<file path="src/rtl/xlate_pkg.sv">
package xlate_pkg;
  typedef struct packed {
    logic rd;
    logic wr;
  } perm_t;

  typedef enum logic [1:0] {
    RES_NONE,
    RES_HIT,
    RES_PFAULT,
    RES_PROT
  } xlate_res_e;
endpackage

</file>
<file path="src/rtl/xlate_entry.sv">
module xlate_entry #(
  parameter int VPN_W = 20,
  parameter int PFN_W = 20
) (
  input  logic                clk_i,
  input  logic                rst_ni,
  input  logic                ld_i,
  input  logic                ld_valid_i,
  input  logic [VPN_W-1:0]    ld_vpn_i,
  input  logic [PFN_W-1:0]    ld_pfn_i,
  input  xlate_pkg::perm_t    ld_perm_i,
  input  logic                clr_ref_i,
  input  logic                use_i,
  input  logic                use_store_i,
  input  logic [VPN_W-1:0]    lookup_vpn_i,
  output logic                match_o,
  output logic [PFN_W-1:0]    pfn_o,
  output xlate_pkg::perm_t    perm_o,
  output logic                ref_o,
  output logic                mod_o
);
  logic             valid_q;
  logic [VPN_W-1:0] vpn_q;
  logic [PFN_W-1:0] pfn_q;
  xlate_pkg::perm_t perm_q;
  logic             ref_q;
  logic             mod_q;

  always_ff @(posedge clk_i or negedge rst_ni) begin
    if (!rst_ni) begin
      valid_q <= 1'b0;
      vpn_q   <= '0;
      pfn_q   <= '0;
      perm_q  <= '0;
      ref_q   <= 1'b0;
      mod_q   <= 1'b0;
    end else if (ld_i) begin
      // load wins over same-cycle use and clear
      valid_q <= ld_valid_i;
      vpn_q   <= ld_vpn_i;
      pfn_q   <= ld_pfn_i;
      perm_q  <= ld_perm_i;
      ref_q   <= 1'b0;
      mod_q   <= 1'b0;
    end else begin
      if (use_i)          ref_q <= 1'b1;
      else if (clr_ref_i) ref_q <= 1'b0;
      if (use_i && use_store_i) mod_q <= 1'b1;
    end
  end

  assign match_o = valid_q && (vpn_q == lookup_vpn_i);
  assign pfn_o   = pfn_q;
  assign perm_o  = perm_q;
  assign ref_o   = ref_q;
  assign mod_o   = mod_q;


  load_clears_chk: assert property (@(posedge clk_i) disable iff (!rst_ni)
    ld_i |=> (!ref_q && !mod_q));

  use_sets_ref_chk: assert property (@(posedge clk_i) disable iff (!rst_ni)
    (use_i && !ld_i) |=> ref_q);

  clr_ref_chk: assert property (@(posedge clk_i) disable iff (!rst_ni)
    (clr_ref_i && !use_i && !ld_i) |=> !ref_q);

  mod_hold_chk: assert property (@(posedge clk_i) disable iff (!rst_ni)
    (!ld_i && !(use_i && use_store_i)) |=> (mod_q == $past(mod_q)));
endmodule

</file>
<file path="src/rtl/xlate_select.sv">
module xlate_select #(
  parameter int N     = 8,
  parameter int PFN_W = 20,
  localparam int IDX_W = (N > 1) ? $clog2(N) : 1
) (
  input  logic [N-1:0]                  match_i,
  input  logic [N-1:0][PFN_W-1:0]       pfn_i,
  input  xlate_pkg::perm_t [N-1:0]      perm_i,
  output logic                          any_o,
  output logic [IDX_W-1:0]              idx_o,
  output logic [PFN_W-1:0]              pfn_o,
  output xlate_pkg::perm_t              perm_o
);
  // lowest index wins: scan downward so the last assignment is the lowest
  always_comb begin
    any_o  = 1'b0;
    idx_o  = '0;
    pfn_o  = '0;
    perm_o = '0;
    for (int i = N - 1; i >= 0; i--) begin
      if (match_i[i]) begin
        any_o  = 1'b1;
        idx_o  = IDX_W'(i);
        pfn_o  = pfn_i[i];
        perm_o = perm_i[i];
      end
    end
  end
endmodule

</file>
<file path="src/rtl/xlate_check.sv">
module xlate_check (
  input  logic                  req_valid_i,
  input  logic                  req_store_i,
  input  logic                  any_i,
  input  xlate_pkg::perm_t      perm_i,
  output xlate_pkg::xlate_res_e res_o
);
  import xlate_pkg::*;
  always_comb begin
    res_o = RES_NONE;
    if (req_valid_i) begin
      if (!any_i)                                 res_o = RES_PFAULT;
      else if (req_store_i ? perm_i.wr : perm_i.rd) res_o = RES_HIT;
      else                                        res_o = RES_PROT;
    end
  end
endmodule

</file>
<file path="src/rtl/page_xlate_unit.sv">
module page_xlate_unit #(
  parameter int VA_W       = 32,
  parameter int PA_W       = 32,
  parameter int PAGE_BYTES = 4096,
  parameter int N          = 8,
  localparam int OFF_W = $clog2(PAGE_BYTES),
  localparam int VPN_W = VA_W - OFF_W,
  localparam int PFN_W = PA_W - OFF_W,
  localparam int IDX_W = (N > 1) ? $clog2(N) : 1
) (
  input  logic             clk_i,
  input  logic             rst_ni,
  input  logic             req_valid_i,
  input  logic [VA_W-1:0]  req_vaddr_i,
  input  logic             req_store_i,
  output logic             rsp_hit_o,
  output logic [PA_W-1:0]  rsp_paddr_o,
  output logic             rsp_page_fault_o,
  output logic             rsp_prot_fault_o,
  input  logic             ld_en_i,
  input  logic [IDX_W-1:0] ld_idx_i,
  input  logic             ld_valid_i,
  input  logic [VPN_W-1:0] ld_vpn_i,
  input  logic [PFN_W-1:0] ld_pfn_i,
  input  logic             ld_rd_ok_i,
  input  logic             ld_wr_ok_i,
  input  logic             clr_ref_i,
  input  logic [IDX_W-1:0] stat_idx_i,
  output logic             stat_ref_o,
  output logic             stat_mod_o
);
  import xlate_pkg::*;

  logic [VPN_W-1:0]          req_vpn;
  logic [OFF_W-1:0]          req_off;
  logic [N-1:0]              match_v;
  logic [N-1:0]              use_v;
  logic [N-1:0]              ref_v;
  logic [N-1:0]              mod_v;
  logic [N-1:0][PFN_W-1:0]   pfn_a;
  perm_t [N-1:0]             perm_a;
  perm_t                     ld_perm;
  logic                      any_hit;
  logic [IDX_W-1:0]          sel_idx;
  logic [PFN_W-1:0]          sel_pfn;
  perm_t                     sel_perm;
  xlate_res_e                res;

  assign req_vpn = req_vaddr_i[VA_W-1:OFF_W];
  assign req_off = req_vaddr_i[OFF_W-1:0];
  assign ld_perm = '{rd: ld_rd_ok_i, wr: ld_wr_ok_i};

  for (genvar g = 0; g < N; g++) begin : g_ent
    assign use_v[g] = (res == RES_HIT) && (sel_idx == IDX_W'(g));
    xlate_entry #(.VPN_W(VPN_W), .PFN_W(PFN_W)) ent_i (
      .clk_i        (clk_i),
      .rst_ni       (rst_ni),
      .ld_i         (ld_en_i && (ld_idx_i == IDX_W'(g))),
      .ld_valid_i   (ld_valid_i),
      .ld_vpn_i     (ld_vpn_i),
      .ld_pfn_i     (ld_pfn_i),
      .ld_perm_i    (ld_perm),
      .clr_ref_i    (clr_ref_i),
      .use_i        (use_v[g]),
      .use_store_i  (req_store_i),
      .lookup_vpn_i (req_vpn),
      .match_o      (match_v[g]),
      .pfn_o        (pfn_a[g]),
      .perm_o       (perm_a[g]),
      .ref_o        (ref_v[g]),
      .mod_o        (mod_v[g])
    );
  end

  xlate_select #(.N(N), .PFN_W(PFN_W)) sel_i (
    .match_i (match_v),
    .pfn_i   (pfn_a),
    .perm_i  (perm_a),
    .any_o   (any_hit),
    .idx_o   (sel_idx),
    .pfn_o   (sel_pfn),
    .perm_o  (sel_perm)
  );

  xlate_check chk_i (
    .req_valid_i (req_valid_i),
    .req_store_i (req_store_i),
    .any_i       (any_hit),
    .perm_i      (sel_perm),
    .res_o       (res)
  );

  assign rsp_hit_o        = (res == RES_HIT);
  assign rsp_page_fault_o = (res == RES_PFAULT);
  assign rsp_prot_fault_o = (res == RES_PROT);
  assign rsp_paddr_o      = rsp_hit_o ? {sel_pfn, req_off} : '0;
  assign stat_ref_o       = ref_v[stat_idx_i];
  assign stat_mod_o       = mod_v[stat_idx_i];


  rsp_excl_chk: assert property (@(posedge clk_i) disable iff (!rst_ni)
    $onehot0({rsp_hit_o, rsp_page_fault_o, rsp_prot_fault_o}));

  idle_quiet_chk: assert property (@(posedge clk_i) disable iff (!rst_ni)
    !req_valid_i |-> !(rsp_hit_o || rsp_page_fault_o || rsp_prot_fault_o));

  one_use_chk: assert property (@(posedge clk_i) disable iff (!rst_ni)
    $onehot0(use_v));

  fault_no_addr_chk: assert property (@(posedge clk_i) disable iff (!rst_ni)
    (rsp_page_fault_o || rsp_prot_fault_o) |-> (rsp_paddr_o == '0));
endmodule

</file>
<file path="config.mk">
export PLATFORM = sky130hd
export DESIGN_NAME = page_xlate_unit
export DESIGN_NICKNAME = d
export VERILOG_FILES = /design/src/rtl/xlate_pkg.sv /design/src/rtl/xlate_entry.sv /design/src/rtl/xlate_select.sv /design/src/rtl/xlate_check.sv /design/src/rtl/page_xlate_unit.sv
export SDC_FILE = /design/constraint.sdc
export NUM_CORES = 1
export LEC_CHECK = 0
export CORE_MARGIN = 5
export CORE_UTILIZATION = 55
export DETAILED_ROUTE_END_ITERATION = 16
export MAX_ROUTING_LAYER = met4
export PLACE_DENSITY = 0.75
export SLEW_MARGIN = 20
export SYNTH_ARGS = -nofsm -noshare
export SYNTH_HDL_FRONTEND = slang
export SYNTH_SLANG_ARGS = --single-unit
</file>
<file path="constraint.sdc">
create_clock -name clk_i -period 3.81 [get_ports clk_i]
set_input_delay 0.5715 -clock clk_i [delete_from_list [all_inputs] [get_ports clk_i]]
set_output_delay 0.5715 -clock clk_i [all_outputs]
set_load 0.02 [all_outputs]
</file>
; ---- After elaboration in Yosys (flattened, before gate mapping)
; Cells that the tools add are included.
[op_classes]
order_cmp = 1
n_eq_ne = 25
mux = 74
n_reduce_logical = 50
[ops]
columns = cell, n
row1 = == test 20 bit, 8
row2 = 2-to-1 mux 20 bit, 8
row3 = 2-to-1 mux 1 bit, 44
row4 = logical AND 1 bit, 32
row5 = 2-to-1 mux 32 bit, 1
row6 = == test 3 bit (second input constant), 8
row7 = 2-to-1 mux 3 bit, 8
row8 = nonzero test 3 bit, 8
row9 = 2-to-1 mux 2 bit, 11
row10 = nonzero test 2 bit, 8
row11 = == test 3 x 2 -> 1 bit (second input constant), 4
row12 = binary-select mux 1 bit (select 3 bit), 2
row13 = == test 3 x 1 -> 1 bit (second input constant), 2
row14 = zero test 3 bit, 2
row15 = == test 2 bit (second input constant), 2
row16 = < comparator 3 x 4 -> 1 bit (second input constant), 1
row17 = == test 2 x 1 -> 1 bit (second input constant), 1
[word_totals]
reg_bits = 360
inputBits = 87
out_inout_bits = 37
wordCells = 206

; ---- Logic depth before layout (Yosys ltp)
[logic_depth]
word_depth = 19
depth_mapped = 12
ltp_nobuf = 8

; ---- Cells and area by module
; From an unflattened synthesis, not the netlist that was laid out.
[hier_totals]
hier_cells = 1261
area_unflattened_um2 = 16844.9
[by_module_without_submodules]
columns = module, instances, cells_per_inst, area_each_um2, seq_area_each_um2
row1 = xlate_entry, 8, 125, 1880.6, 1126.1
row2 = xlate_select, 1, 188, 1286.2, 0.0
row3 = page_xlate_unit, 1, 70, 481.7, 0.0
row4 = xlate_check, 1, 3, 32.5, 0.0

; ---- Worst setup path before layout
; Ideal clock, no wire load.
[synth_path]
kind = in2out
from = input port req_vaddr_i[12]
to = output port rsp_paddr_o[15]
t_arrival_ps = 3449
required_time_ps = 3239
setup_slack_ps = -210
stages = 10
cell_sequence = buf_4 > xor2_1 > or4_1 > or4_1 > a211oi_2 > buf_4 > a221oi_1 > o21ai_0 > o21ai_0 > a2111oi_1
[synth_via]
elab_chain_len = 16
[synth_lines]
columns = item, line_no
row1 = "start, declared", page_xlate_unit.sv:14  ; input logic [VA_W-1:0] req_vaddr_i,
row2 = == test 20 bit, xlate_entry.sv:52  ; assign match_o = valid_q && (vpn_q == lookup_vpn_i);
row3 = logical AND 1 bit, xlate_entry.sv:52
row4 = 2-to-1 mux 2 bit (8 in series), xlate_select.sv:21  ; if (match_i[i]) begin
row5 = 2-to-1 mux 1 bit, xlate_check.sv:13  ; else if (req_store_i ? perm_i.wr : perm_i.rd) res_o = RES_HIT;
row6 = 2-to-1 mux 2 bit, xlate_check.sv:13
row7 = 2-to-1 mux 2 bit, xlate_check.sv:12  ; if (!any_i) res_o = RES_PFAULT;
row8 = 2-to-1 mux 2 bit, xlate_check.sv:11  ; if (req_valid_i) begin
row9 = == test 2 x 1 -> 1 bit, page_xlate_unit.sv:93  ; assign rsp_hit_o = (res == RES_HIT);
row10 = 2-to-1 mux 32 bit *, page_xlate_unit.sv:96  ; assign rsp_paddr_o = rsp_hit_o ? {sel_pfn, req_off} : '0;
row11 = "end, declared", page_xlate_unit.sv:17  ; output logic [PA_W-1:0] rsp_paddr_o,
; Every way passes the cells marked *; elsewhere a longest branch is shown, timed or not.

; ---- Worst setup path after layout
[layout_path]
from = input port req_vaddr_i[31]
to = output port rsp_paddr_o[28]
; The elaborated chain is that of the path after synthesis.

==> out/results.tsv <==
stage	metric	value	unit
run_status	status	complete, but fails checks	
run_status	failing checks	setup timing	
clock_network	clock sink total	360	
cells_and_area	share of cells above drive strength 1	0.3942	
synth	Synth top area share	0.4940	
synth	unique cell type count in the Yosys netlist	71	
clock_network	Worst-Skew Late Latency	0.55	ns
synth	Mapped Area	18240	um^2
placed_design	GPL Wtd Cong	0.9953	
synth	post-synthesis sequential area ratio	0.4940	
sta	clk_skew	0.01429	ns
setup_path	CP Launch Type	input pin	
placed_design	DP Worst Slack	-1.295	ns
routing	Vias/cell	6.194	
synth	Syn Nets	1762	
sta	RSZ-0062 raised after global routing	yes	
power	NetSw	0.003397	W
setup_path	CP Capture Type	output pin	
setup_path	CP arrival	3.70	ns
power	Sw Ratio	0.2889	
power	combinational share of power	0.221	
sta	Slew Viols, Final	0	
global_route	largest net degree at the start of global routing	96	
power	Lkg Pwr	10.70	nW
placed_design	Final HPWL DP	37.96	mm
clock_network	CTS tree	yes	
routing	WL final	60.98	mm
clock_network	H-tree level count	2	
synth	FF+latch count, synth	360	
clock_network	clock root cell	clkbuf_16	
synth	cell taking the most area after synthesis	dfrtp_1	
global_route	vias in the first global route	15760	
power	sequential power share	0.440	
sta	Final setup viols	34	
sta	Tmin final	4.268	ns
floorplan	num ports	124	
floorplan	Core ar.	32620	um^2
clock_network	Clock transition at path regs	0.06	ns
routing	antenna-violating nets left	0	
sta	Final period util	1.120	
clock_network	# hold bufs at CTS	0	
cells_and_area	final instance area	24600	um^2
setup_path	CP Max Fanout	6	
placed_design	dpl cells	2358	
worst_hold_path	Hold Crit Class	in2async	
clock_network	Clock Tree Buf Depth	3	
global_route	initial antenna violation count	0	
power	Power Dens Cells	478.0	nW/um^2
global_route	total global-route track usage	0.3313	
sta	relative slew slack	0.4157	
routing	DRC marker count from the first detailed-route iteration	1539	
synth	Async SR Flop Fraction	1.000	
setup_path	CP Data Required Time	3.24	ns
global_route	first-pass GRT wire length	91.46	mm
power	Power Internal	0.008361	W
sta	Fmax achieved	234.3	MHz
power	Clk pwr share	0.339	
sta	Worst-Margin Slew	0.8765	ns
floorplan	Die W	192.1	um
clock_network	number of buffers created by CTS	40	
power	Final Power	0.01176	W
floorplan	Starting Density	0.5591	
placed_design	Placement Cell Area	21540	um^2
placed_design	IO Port Bufs	123	
routing	vias	15420	
run	Max Cap Violations	0	
synth	syn_area_per_cell	10.89	um^2
routing	DRC	0	
floorplan	die height	192.1	um
sta	setup ws final	-0.4581	ns
synth	most numerous cell in the Yosys netlist	dfrtp_1	
global_route	GRT overflow	0	
synth	top cells by count, synth	dfrtp_1, nand2_1, mux2_2, xnor2_1, clkbuf_1	
sta	Final Hold Viols	0	
power	VDD IR max	322.5	uV
floorplan	full die area	36900	um^2
synth	Syn Inst Count	1675	
cells_and_area	synth-to-layout area growth	34.89	%
setup_path	crit path kind	in2out	
floorplan	row cnt	66	
routing	router iterations before antenna repair	5	
routing	DR WL/cell	24.49	um
synth	Main synth FF type	dfrtp_1	
cells_and_area	layout filler cell count	2006	
synth	Synth area leaders	dfrtp_1, mux2_2, nand2_1	
cells_and_area	Final Non-Filler Cells	2490	
synth	Syn. warnings	0	
sta	setup TNS	-13.48	ns
cells_and_area	nets	2105	
synth	Post-synth EDFFs	0	
[power groups by stage]
stage | logic [W] | registers [W] | clock network [W]
6_report | 0.00260 | 0.00518 | 0.00399
5_1_grt | 0.00275 | 0.00526 | 0.00418
4_1_cts | 0.00243 | 0.00511 | 0.00401
3_5_place_dp | 0.00230 | 0.00514 | 0
3_3_place_gp | 0.00223 | 0.00509 | 0
2_1_floorplan | 0.00128 | 0.00501 | 0
[flip-flops by register name (all words and copies together), names as in the netlist]
register,count
g_ent.ent_i.vpn_q,160
g_ent.ent_i.perm_o,16
g_ent.ent_i.pfn_o,160
g_ent.ent_i.valid_q,8
g_ent.ent_i.ref_o,8
g_ent.ent_i.mod_o,8
[placed cells by master, fill, tap and decap left out, drive strengths merged, types with 5 or more instances in the layout]
| master | instances |
|---|---|
| clkinv | 6 |
| nand2 | 295 |
| dlygate4sd2 | 10 |
| nor3b | 15 |
| inv | 18 |
| nor4b | 8 |
| a2111oi | 20 |
| and4 | 5 |
| a211oi | 5 |
| nor3 | 25 |
| nand3 | 45 |
| a221oi | 19 |
| a21oi | 22 |
| clkbuf | 64 |
| or3 | 5 |
| and3 | 7 |
| mux2 | 257 |
| nand3b | 9 |
| nor4 | 23 |
| buf | 323 |
| nand4 | 45 |
| dfrtp | 360 |
| nor2 | 34 |
| o21ai | 77 |
| mux2i | 19 |
| and2 | 8 |
| or4 | 9 |
| clkdlybuf4s50 | 67 |
| or2 | 6 |
| xnor2 | 100 |
| xor2 | 61 |
| o21a | 27 |
[cell families after synthesis]
logic type / after synthesis / synth area share
xor gates and xnor gates: 161 / 0.07732
DFF: 360 / 0.4940
and+or+nand+nor: 551 / 0.1463
buffers and inverters: 125 / 0.02957
AOI/OAI and AO/OA: 198 / 0.07883
muxes: 280 / 0.1741
[critical path, stage by stage]
cell and delay, ns:
clkdlybuf4s15_2 0.22, buf_4 0.15, xor2_1 0.21, or4_4 0.58, nor4_4 0.28, buf_6 0.18
buf_6 0.13, buf_12 0.12, buf_4 0.12, nand3_1 0.07, o21a_1 0.12, o21ai_0 0.20
mux2i_1 0.20, a2111oi_4 0.35, buf_4 0.19
[through the flow]
stage | util | hold WS (ns)
3_5_place_dp | 0.6605 | 0.4577
2_1_floorplan | - | 0.2759
6_report | 0.7542 | 0.03654
3_3_place_gp | 0.6605 | 0.4525
4_1_cts | 0.7313 | 0.06444
5_1_grt | 0.7541 | 0.09198
[timing repair]
item / 4_1_cts / 5_1_grt
resized for setup: 327 / 157
cloned: 5 / 0
pin swaps: 34 / 47
setup endpoints to repair: 35 / 42
buffers inserted: 42 / 16
[metal layers]
layer / share of wire / track usage / routed length [um]
met5: 0 / - / 0
met4: 0.038 / 0.1157 / 2346
met3: 0.099 / 0.06579 / 6037
met2: 0.46 / 0.5069 / 28200
met1: 0.40 / 0.4462 / 24400
[final timing paths]
kind,start,slack [ns],end,cells past startpoint
max,req_vaddr_i[31],-0.46,rsp_paddr_o[28],15
min,rst_ni,0.04,g_ent[2].ent_i.vpn_q[1],1
max reg2reg,g_ent[5].ent_i.vpn_q[6],0.05,g_ent[1].ent_i.ref_o,18
min reg2reg,g_ent[4].ent_i.pfn_o[4],0.47,g_ent[4].ent_i.pfn_o[4],2
max in group asynchronous,rst_ni,2.74,g_ent[0].ent_i.pfn_o[11],2
min in group clk_i,g_ent[4].ent_i.pfn_o[4],0.47,g_ent[4].ent_i.pfn_o[4],2
[area by class of cell]
class                      count  area (um^2)  area share
clock buffer                  58         1189     0.04832
timing repair buffer         410         3795      0.1543
tap                          442        553.0     0.02248
inverter                      16        60.06    0.002441
antenna                        1        2.502   0.0001017
sequential                   360         9011      0.3663
clock inverter                13        175.2    0.007121
multi-input combinational   1190         9814      0.3990
(Power assumes the default switching activity.)
